$ cat src/rtl/frame_ring_gate_pkg.sv
package frame_ring_gate_pkg;
  // strobes passed from control to datapath each cycle
  typedef struct packed {
    logic wrEn;   // store the current pixel
    logic rdEn;   // a read is requested this cycle
    logic rdErr;  // the requested frame may not be read
  } ringStrobe_t;
endpackage

$ cat src/rtl/frame_ring_gate_ctrl.sv
module frame_ring_gate_ctrl
  import frame_ring_gate_pkg::*;
#(
  parameter int PIX_W  = 8,
  parameter int SLOTS  = 16,
  parameter int CNT_W  = 4,
  parameter int ADDR_W = 4,
  parameter int SLOT_W = 4,
  parameter int AGE_W  = 5
) (
  input  logic              clk,
  input  logic              rstN,
  input  logic              pixValid,
  input  logic [PIX_W-1:0]  pixData,
  input  logic              pixLast,
  input  logic [CNT_W-1:0]  threshold,
  input  logic              rdReq,
  input  logic [AGE_W-1:0]  rdAge,
  output ringStrobe_t       strobe,
  output logic [SLOT_W-1:0] wrSlot,
  output logic [ADDR_W-1:0] wrAddr,
  output logic [SLOT_W-1:0] rdSlot,
  output logic              doneStb,
  output logic [CNT_W-1:0]  doneCount,
  output logic              doneAccept
);
  localparam logic [CNT_W-1:0]  CNT_MAX   = {CNT_W{1'b1}};
  localparam logic [SLOT_W-1:0] SLOT_LAST = SLOT_W'(SLOTS - 1);
  localparam logic [AGE_W-1:0]  AGE_MAX   = AGE_W'(SLOTS - 1);

  logic [CNT_W-1:0]  hitCnt, nextCnt;
  logic [SLOTS-1:0]  slotFull, slotKeep;
  logic [SLOT_W-1:0] nextSlot;
  logic              frameEnd, keepNow, ageOk;
  logic [AGE_W:0]    slotSum;

  always_comb begin
    nextCnt = hitCnt;
    if (pixData != '0 && hitCnt != CNT_MAX) nextCnt = hitCnt + 1'b1;
  end

  assign frameEnd = pixValid && pixLast;
  assign keepNow  = nextCnt >= threshold;
  assign nextSlot = (wrSlot == SLOT_LAST) ? '0 : wrSlot + 1'b1;

  always_ff @(posedge clk) begin
    if (!rstN) begin
      wrSlot   <= '0;
      wrAddr   <= '0;
      hitCnt   <= '0;
      slotFull <= '0;
      slotKeep <= '0;
    end else if (pixValid) begin
      if (pixLast) begin
        wrAddr             <= '0;
        hitCnt             <= '0;
        wrSlot             <= nextSlot;
        slotFull[wrSlot]   <= 1'b1;
        slotKeep[wrSlot]   <= keepNow;
        slotFull[nextSlot] <= 1'b0;
        slotKeep[nextSlot] <= 1'b0;
      end else begin
        wrAddr <= wrAddr + 1'b1;
        hitCnt <= nextCnt;
      end
    end
  end

  always_ff @(posedge clk) begin
    if (!rstN) begin
      doneStb    <= 1'b0;
      doneCount  <= '0;
      doneAccept <= 1'b0;
    end else begin
      doneStb <= frameEnd;
      if (frameEnd) begin
        doneCount  <= nextCnt;
        doneAccept <= keepNow;
      end
    end
  end

  // age to slot: step back from the slot now being filled
  always_comb begin
    ageOk   = (rdAge != '0) && (rdAge <= AGE_MAX);
    slotSum = {1'b0, wrSlot} + (AGE_W+1)'(SLOTS) - {1'b0, rdAge};
    if (slotSum >= (AGE_W+1)'(SLOTS)) slotSum = slotSum - (AGE_W+1)'(SLOTS);
    rdSlot = slotSum[SLOT_W-1:0];
  end

  always_comb begin
    strobe.wrEn  = pixValid;
    strobe.rdEn  = rdReq;
    strobe.rdErr = !ageOk || !slotFull[rdSlot] || !slotKeep[rdSlot];
  end
endmodule

$ cat src/rtl/frame_ring_gate_dp.sv
module frame_ring_gate_dp
  import frame_ring_gate_pkg::*;
#(
  parameter int PIX_W     = 8,
  parameter int SLOTS     = 16,
  parameter int ADDR_W    = 4,
  parameter int SLOT_W    = 4,
  parameter int FRAME_PIX = 16
) (
  input  logic              clk,
  input  logic              rstN,
  input  ringStrobe_t       strobe,
  input  logic [PIX_W-1:0]  pixData,
  input  logic [SLOT_W-1:0] wrSlot,
  input  logic [ADDR_W-1:0] wrAddr,
  input  logic [SLOT_W-1:0] rdSlot,
  input  logic [ADDR_W-1:0] rdAddr,
  output logic              rdValid,
  output logic [PIX_W-1:0]  rdData,
  output logic              rdErr
);
  localparam int IDX_W = SLOT_W + ADDR_W;
  localparam int WORDS = SLOTS * FRAME_PIX;

  logic [PIX_W-1:0] store [WORDS];
  logic [IDX_W-1:0] wrIdx, rdIdx;

  assign wrIdx = {wrSlot, wrAddr};
  assign rdIdx = {rdSlot, rdAddr};

  always_ff @(posedge clk) begin
    if (strobe.wrEn) store[wrIdx] <= pixData;
  end

  // one-entry holding register between the store and the reader
  always_ff @(posedge clk) begin
    if (!rstN) begin
      rdValid <= 1'b0;
      rdErr   <= 1'b0;
      rdData  <= '0;
    end else begin
      rdValid <= strobe.rdEn;
      rdErr   <= strobe.rdEn && strobe.rdErr;
      rdData  <= (strobe.rdEn && !strobe.rdErr) ? store[rdIdx] : '0;
    end
  end
endmodule

$ cat src/rtl/frame_ring_gate.sv
module frame_ring_gate
  import frame_ring_gate_pkg::*;
#(
  parameter int PIX_W     = 8,
  parameter int LOG2_COLS = 2,
  parameter int LOG2_ROWS = 2,
  parameter int SLOTS     = 16,
  parameter int CNT_W     = 4,
  parameter int ADDR_W    = LOG2_COLS + LOG2_ROWS,
  parameter int SLOT_W    = $clog2(SLOTS),
  parameter int AGE_W     = SLOT_W + 1
) (
  input  logic              clk,
  input  logic              rstN,
  input  logic              pixValid,
  input  logic [PIX_W-1:0]  pixData,
  input  logic              pixLast,
  input  logic [CNT_W-1:0]  threshold,
  input  logic              rdReq,
  input  logic [AGE_W-1:0]  rdAge,
  input  logic [ADDR_W-1:0] rdAddr,
  output logic              rdValid,
  output logic [PIX_W-1:0]  rdData,
  output logic              rdErr,
  output logic              doneStb,
  output logic [CNT_W-1:0]  doneCount,
  output logic              doneAccept
);
  localparam int FRAME_PIX = 1 << ADDR_W;

  ringStrobe_t       strobe;
  logic [SLOT_W-1:0] wrSlot, rdSlot;
  logic [ADDR_W-1:0] wrAddr;

  frame_ring_gate_ctrl #(
    .PIX_W(PIX_W), .SLOTS(SLOTS), .CNT_W(CNT_W),
    .ADDR_W(ADDR_W), .SLOT_W(SLOT_W), .AGE_W(AGE_W)
  ) u_ctrl (
    .clk(clk), .rstN(rstN), .pixValid(pixValid), .pixData(pixData),
    .pixLast(pixLast), .threshold(threshold), .rdReq(rdReq), .rdAge(rdAge),
    .strobe(strobe), .wrSlot(wrSlot), .wrAddr(wrAddr), .rdSlot(rdSlot),
    .doneStb(doneStb), .doneCount(doneCount), .doneAccept(doneAccept)
  );

  frame_ring_gate_dp #(
    .PIX_W(PIX_W), .SLOTS(SLOTS), .ADDR_W(ADDR_W),
    .SLOT_W(SLOT_W), .FRAME_PIX(FRAME_PIX)
  ) u_dp (
    .clk(clk), .rstN(rstN), .strobe(strobe), .pixData(pixData),
    .wrSlot(wrSlot), .wrAddr(wrAddr), .rdSlot(rdSlot), .rdAddr(rdAddr),
    .rdValid(rdValid), .rdData(rdData), .rdErr(rdErr)
  );
endmodule

$ cat config.mk
export PLATFORM = sky130hd
export DESIGN_NAME = frame_ring_gate
export DESIGN_NICKNAME = d
export VERILOG_FILES = /design/src/rtl/frame_ring_gate_pkg.sv /design/src/rtl/frame_ring_gate_ctrl.sv /design/src/rtl/frame_ring_gate_dp.sv /design/src/rtl/frame_ring_gate.sv
export SDC_FILE = /design/constraint.sdc
export NUM_CORES = 2
export LEC_CHECK = 0
export ABC_CLOCK_PERIOD_IN_PS = 5500
export BUFFER_PORTS_ARGS = -buffer_cell sky130_fd_sc_hd__buf_2
export CAP_MARGIN = 25
export CORE_UTILIZATION = 63
export CTS_CLUSTER_SIZE = 30
export DETAILED_ROUTE_END_ITERATION = 16
export PLACE_DENSITY = 0.76
export SYNTH_ARGS = -nofsm -noshare
export SYNTH_HDL_FRONTEND = slang
export SYNTH_HIERARCHICAL = 1
export SYNTH_SLANG_ARGS = --single-unit
$ cat constraint.sdc
create_clock -name clk -period 5.5 [get_ports clk]
set_input_delay 1.1 -clock clk [delete_from_list [all_inputs] [get_ports clk]]
set_output_delay 1.1 -clock clk [all_outputs]
set_load 0.005 [all_outputs]
# Yosys cells after proc, flatten, opt, wreduce, memory -nomap -nowiden
# Memories as Yosys holds them, arrays and structs flattened. A register that Yosys moved wholly into a read port is not among the register bits.
# Index checks and enable logic that the tools add are counted.
[totals]
register_bits = 52
mem_bits_rw = 2048
input_bits = 26
output_inout_bits = 16
word_cells = 65
memories = 1
[mem_list]
columns = ["memory", "words", "word_bits", "rd", "rd_clocked_by_memory_dff", "write_ports", "line_no", "rtl"]
rows = [
  ["u_dp.store", 256, 8, 1, 1, 1, "frame_ring_gate_dp.sv:25", "logic [PIX_W-1:0] store [WORDS];"],
]
[classes]
addsub = 6
n_lt_le_gt_ge = 8
eq_ne = 2
muxes = 16
n_bitwise = 4
n_reduce_logical = 18
[op_table]
columns = ["cell", "count"]
rows = [
  ["$and 16x16->16", 2],
  ["$mux 4", 5],
  ["$bwmux 16", 1],
  ["$not 16->16", 1],
  ["$or 16x16->16", 1],
  ["$lt 4x5->1 const B", 3],
  ["$add 4x1->4 const B", 3],
  ["$bmux 1 s4", 2],
  ["$demux 1 s4", 2],
  ["$ge 4x1->1 const B", 2],
  ["$reduce_bool 8->1", 1],
  ["$logic_and 1x1->1", 7],
  ["$add 4x5->6 const B", 1],
  ["$ge 6x5->1 const B", 1],
  ["$mux 1", 6],
  ["$sub 6x5->6", 1],
  ["$le 5x4->1 const B", 1],
  ["$logic_not 1->1", 5],
  ["$reduce_bool 5->1", 1],
  ["$eq 4x4->1 const B", 1],
  ["$ge 4x4->1", 1],
  ["$ne 4x4->1 const B", 1],
  ["$reduce_and 2->1", 2],
  ["$sub 4x1->4 const B", 1],
  ["$logic_or 1x1->1", 2],
]

# Logic depth before layout (Yosys ltp)
[logic_depth]
depth_word = 13
ltp_mapped = 17
ltp_nobuf = 16

# Cells and area by module
# The synthesis kept the hierarchy.
[modules_own_cells]
columns = ["module", "instances", "cells_each", "area_per_inst_um2", "seq_area_each_um2"]
rows = [
  ["frame_ring_gate_dp", 1, 3991, 81411.8, 61699.2],
  ["frame_ring_gate_ctrl", 1, 316, 2588.7, 1001.0],
]

# Worst setup path after synthesis
# Ideal clock, no wire load.
[synth_path]
path_kind = "in2reg"
start = "in rdAge[0]"
end = "reg u_dp.rdData[6], read port of u_dp.store"
setup_ns = 0.069
t_arrival_ns = 4.052
t_required_ns = 5.431
setup_slack_ns = 1.380
cell_stages = 16
path_buffers = 1
cell_sequence = "ha_1 > inv_1 > fa_1 > xnor2_1 > inv_1 > o211ai_1 > a21oi_1 > nor3_1 > o21ai_0 > nor4bb_1 > clkdlybuf4s50_2 > o41a_1 > o41ai_1 > nor4b_1 > nand4_1 > o21ai_1"
[synth_lines]
columns = ["element", "line_no", "rtl"]
rows = [
  ["start: declaration", "frame_ring_gate.sv:20", "input logic [AGE_W-1:0] rdAge,"],
  ["end: declaration", "frame_ring_gate_dp.sv:19", "output logic [PIX_W-1:0] rdData,"],
]

# Worst setup path after layout
[layout_path]
start = "reg u_ctrl.wrSlot[0]"
end = "reg u_dp.rdData[5], read port of u_dp.store"
[layout_between]
elab_chain_len = 13
word_cells_on_any_way = 17
cone_classes = "add/sub (3); order compare (1); mux (5); reduce/logical (8)"
[layout_lines]
columns = ["element", "line_no", "rtl"]
rows = [
  ["start: declaration", "frame_ring_gate_ctrl.sv:20", "output logic [SLOT_W-1:0] wrSlot,"],
  ["start signal: assignment", "frame_ring_gate_ctrl.sv:57", "wrSlot <= nextSlot;"],
  ["$add 4x5->6 *", "frame_ring_gate_ctrl.sv:86", "slotSum = {1'b0, wrSlot} + (AGE_W+1)'(SLOTS) - {1'b0, rdAge};"],
  ["$sub 6x5->6 *", "frame_ring_gate_ctrl.sv:86", ""],
  ["$ge 6x5->1 / $sub 4x1->4 (equally long branches)", "frame_ring_gate_ctrl.sv:87", "if (slotSum >= (AGE_W+1)'(SLOTS)) slotSum = slotSum - (AGE_W+1)'(SLOTS);"],
  ["$mux 4 *", "frame_ring_gate_ctrl.sv:87", ""],
  ["net rdSlot[2]", "frame_ring_gate.sv:32", "logic [SLOT_W-1:0] wrSlot, rdSlot;"],
  ["$bmux 1 s4", "frame_ring_gate_ctrl.sv:94", "strobe.rdErr = !ageOk || !slotFull[rdSlot] || !slotKeep[rdSlot];"],
  ["$mux 1 (implied by the code)", "frame_ring_gate_ctrl.sv:94", ""],
  ["$logic_not 1->1", "frame_ring_gate_ctrl.sv:94", ""],
  ["$logic_or 1x1->1 (2 in series)", "frame_ring_gate_ctrl.sv:94", ""],
  ["$logic_not 1->1", "frame_ring_gate_dp.sv:44", "rdData <= (strobe.rdEn && !strobe.rdErr) ? store[rdIdx] : '0;"],
  ["$logic_and 1x1->1", "frame_ring_gate_dp.sv:44", ""],
  ["$reduce_and 2->1 (no source line)", "-", ""],
  ["$logic_not 1->1 (no source line)", "-", ""],
]
# Mark *: on every way through the listed nets, which the timed path passes. The rest lies on a longest branch. The select of a mux whose other input is x is not followed.
# A chain may end at the register's enable or synchronous reset.

==> flow_metrics.py <==
metrics = {
    "outcome": {
        "outcome": "complete, no violations",
    },
    "clocking": {
        "cts-root-buf": "clkbuf_16",
        "htree_num_levels": 4,
        "numCtsBuffers": 196,
        "ctsHoldBuffers": 0,
        "cts_buffer_depth": 3,
        "cts_tree": "yes",
        "cts_sinks": 2108,
        "cts_setup_buffers": 0,
        "cts_resized": 0,
        "clk-insertion-delay-late_ns": 0.86,
        "clk_pin_slew_worst_paths_ns": 0.06,
    },
    "layout": {
        "drive_above_1_share_pct": 17.68,
        "area_delta_synth_final_pct": 9.275,
        "nets": 4451,
    },
    "sta": {
        "fin_setup_tns_ns": 0,
        "setup_viol": 0,
        "final-max-slew-violation-count": 0,
        "hold_viol_final": 0,
        "worst_slew_pin_slew_ns": 1.114,
        "rsz0062_at_grt": "false",
        "period_share_pct": 76.91,
        "fin_worst_skew_ns": 0.04409,
        "relSlewSlack_pct": 25.45,
        "fmaxAchievable_ghz": 0.2364,
        "fin_crit_ns": 4.230,
    },
    "grt": {
        "gr-total-overflow": 0,
        "grt.total_usage_pct": 33.87,
        "grtUsageMet3_pct": 9.766,
        "globalRouteMet2Util_pct": 50.04,
        "grt_pass1_wl_microns": 320000,
        "use_met1_pct": 47.54,
        "grt_pass1_vias": 43460,
        "antenna_found_initial": 9,
        "busiest_layer": "met2",
        "grt_max_degree": 123,
    },
    "setup_path": {
        "endpoint_kind": "flip-flop",
        "critical_path.max_fanout": 19,
        "r2r_cells": 13,
        "start_kind": "flip-flop",
        "crit_end": "u_dp/rdData[5]",
        "r2r-start": "u_ctrl/wrSlot[0]",
        "cp_data_required_time_ns": 6.21,
        "crit_arrival_ns": 4.94,
        "reg2reg_slack_ns": 1.27,
        "r2r_end": "u_dp/rdData[5]",
        "crit_start": "u_ctrl/wrSlot[0]",
        "worst-setup-path-type": "flip-flop to flip-flop",
    },
    "synthesis": {
        "yosys_warnings": 6,
        "syn_inst": 4307,
        "synth-seq-cells": 2108,
        "synth-edff-count": 2048,
        "synth.net_count": 4350,
        "async_flop_share_pct": 0,
        "synth_area_per_cell_sq_um": 19.50,
        "ys_types": 91,
        "synthFlopType": "edfxtp_1",
        "syn_area_sq_um": 84000,
        "ys_seq_area_share_pct": 74.64,
    },
    "pwr": {
        "power.internal_mw": 25.45,
        "p_sw_share_pct": 22.19,
        "sequentialPowerShare_pct": 53.9,
        "p_total_mw": 32.71,
        "pwr-share-comb_pct": 6.0,
        "p_clk_share_pct": 40.1,
        "p_leak_nw": 29.14,
        "irDropWorstVdd_mv": 0.3368,
        "switching_power_mw": 7.258,
        "power_density_nw_per_um2": 356.3,
    },
    "hold_path": {
        "worstHoldStart": "u_ctrl/slotFull[9]",
        "hp-class": "flip-flop to flip-flop",
        "holdPathStages": 2,
    },
    "floorplan": {
        "row_count": 133,
        "core-area_sq_um": 131800,
        "initial_utilization_pct": 63.74,
        "die_h_microns": 367.2,
        "io_pins": 42,
        "die-area_sq_um": 134800,
        "die_w_microns": 367.2,
    },
    "routing": {
        "drc_errors": 0,
        "drtIter0Drc": 7177,
        "postRouteAntennaNets": 0,
        "firstDrtPassIters": 6,
        "wirelength_microns": 227700,
        "vias": 45480,
        "routed_via_density": 7.199,
        "wl_per_cell_microns": 36.04,
    },
    "job": {
        "maxCapViolCount": 0,
    },
    "placed_design": {
        "dp_hpwl_microns": 142500,
        "port_buffers": 41,
        "globalplace.congestion": 1.001,
    },
}
-- metal layers --
metal / vias up / part of all wire, %
met5: - / 0.022
met4: 8 / 5.1
met3: 580 / 14
met2: 3609 / 45
met1: 23330 / 36
li1: 17950 / -
-- sequential cells by signal (all words and copies together), names as in the netlist --
signal / flops
u_ctrl/doneAccept: 1
u_ctrl/doneCount: 4
u_ctrl/doneStb: 1
u_ctrl/hitCnt: 4
u_ctrl/slotFull: 16
u_ctrl/slotKeep: 16
u_ctrl/wrAddr: 4
u_ctrl/wrSlot: 4
u_dp/rdData: 8
u_dp/rdErr: 1
u_dp/rdValid: 1
u_dp/store: 2048
-- power by group through the flow --
stage	Clock (mW)	Combinational, mW	Sequential [mW]
finish	13.1	1.97	17.6
global route	13.7	2.00	17.6
CTS	13.2	1.90	17.6
detailed placement	0	1.89	18.0
global placement	0	1.87	18.0
floorplan	0	1.05	18.0
-- cells in the mapped netlist (all sizes together), types with 12 or more instances --
cell	number	area, sq um
a2111oi	16	177.7
a211oi	48	370.3
a21oi	81	405.4
a22oi	17	127.6
and2	19	118.9
buf	144	1444
clkbuf	123	619.3
dfxtp	60	1201
edfxtp	2048	61500
ha	16	200.2
inv	14	52.55
mux2	23	259.0
mux2i	259	2592
mux4	395	9279
nand2	110	417.9
nand2b	12	75.07
nand3	60	310.3
nand4	33	206.5
nor2	362	1361
nor2b	16	100.1
nor3	86	435.4
nor4	30	206.5
o21ai	62	310.3
o221ai	68	658.1
o22ai	67	437.9
-- cell families (layout without fill, tap and decap cells) --
kind of cell    after synthesis  count (layout)  synth area share (%)
mux                         677             677                 14.44
simple gates                774             774                 4.266
other cells                   0               3                     0
compound gates              437             437                 3.742
buf+inv                     286             538                 2.563
flops                      2108            2108                 74.64
xor+xnor                      8               8               0.08342
fa+ha+maj                    17              17                0.2622
-- through the flow --
stage | instances | hold slack, ns | utilization, % | setup WS, ns | cell area, sq um
floorplan | 4307 | 0.4407 | - | 1.380 | 84000
global placement | 5961 | 0.4494 | 64.94 | 0.6635 | 85590
detailed placement | 5961 | 0.4588 | 64.94 | 0.4865 | 85590
CTS | 6310 | 0.4727 | 69.58 | 1.181 | 91710
global route | 6314 | 0.4963 | 69.64 | 1.174 | 91780
finish | 6317 | 0.4708 | 69.65 | 1.270 | 91790
-- worst min-delay path by stage --
stage / to / slack (ns)
finish: u_ctrl/slotFull[9] / 0.47
global route: u_ctrl/slotFull[11] / 0.50
CTS: u_ctrl/doneCount[2] / 0.47
detailed placement: u_ctrl/slotFull[9] / 0.46
global placement: u_ctrl/doneCount[2] / 0.45
floorplan: u_ctrl/slotFull[11] / 0.44
-- critical path: stages (launching register included) --
cell and delay (ns):
dfxtp_1 0.31, inv_1 0.15, ha_1 0.17, inv_1 0.06, fa_1 0.38, xnor2_1 0.42, inv_1 0.20, buf_4 0.27
or3b_2 0.75, nor2_1 0.60, a21oi_1 0.23, nor4b_1 0.20, nand4_1 0.22, o22ai_2 0.11
-- layout by cell type, fill, tap and decap left out, drive strengths merged, types with 19 or more instances in the layout --
| master | Yosys | final |
|---|---|---|
| clkinv | 2 | 83 |
| mux2 | 23 | 23 |
| nor4 | 30 | 30 |
| clkbuf | 123 | 253 |
| inv | 14 | 22 |
| dfxtp | 60 | 60 |
| mux2i | 259 | 259 |
| and2 | 19 | 19 |
| nand4 | 33 | 33 |
| nand2 | 110 | 110 |
| a211oi | 48 | 48 |
| mux4 | 395 | 395 |
| o22ai | 67 | 67 |
| edfxtp | 2048 | 2048 |
| nor3 | 86 | 86 |
| o221ai | 68 | 68 |
| buf | 144 | 165 |
| o21ai | 62 | 62 |
| nand3 | 60 | 60 |
| a21oi | 81 | 81 |
| nor2 | 362 | 362 |
-- layout make-up --
class,instances,area (sq um)
Inverter,16,65.06
Tap cell,1755,2196
Multi-Input combinational cell,1913,19200
Clock inverter,104,978.4
Antenna cell,3,7.507
Sequential cell,2108,62700
Clock buffer,245,5141
Timing Repair Buffer,173,1499
Fill cell,7881,40000
Note: power is estimated with default switching activity, not from simulation.
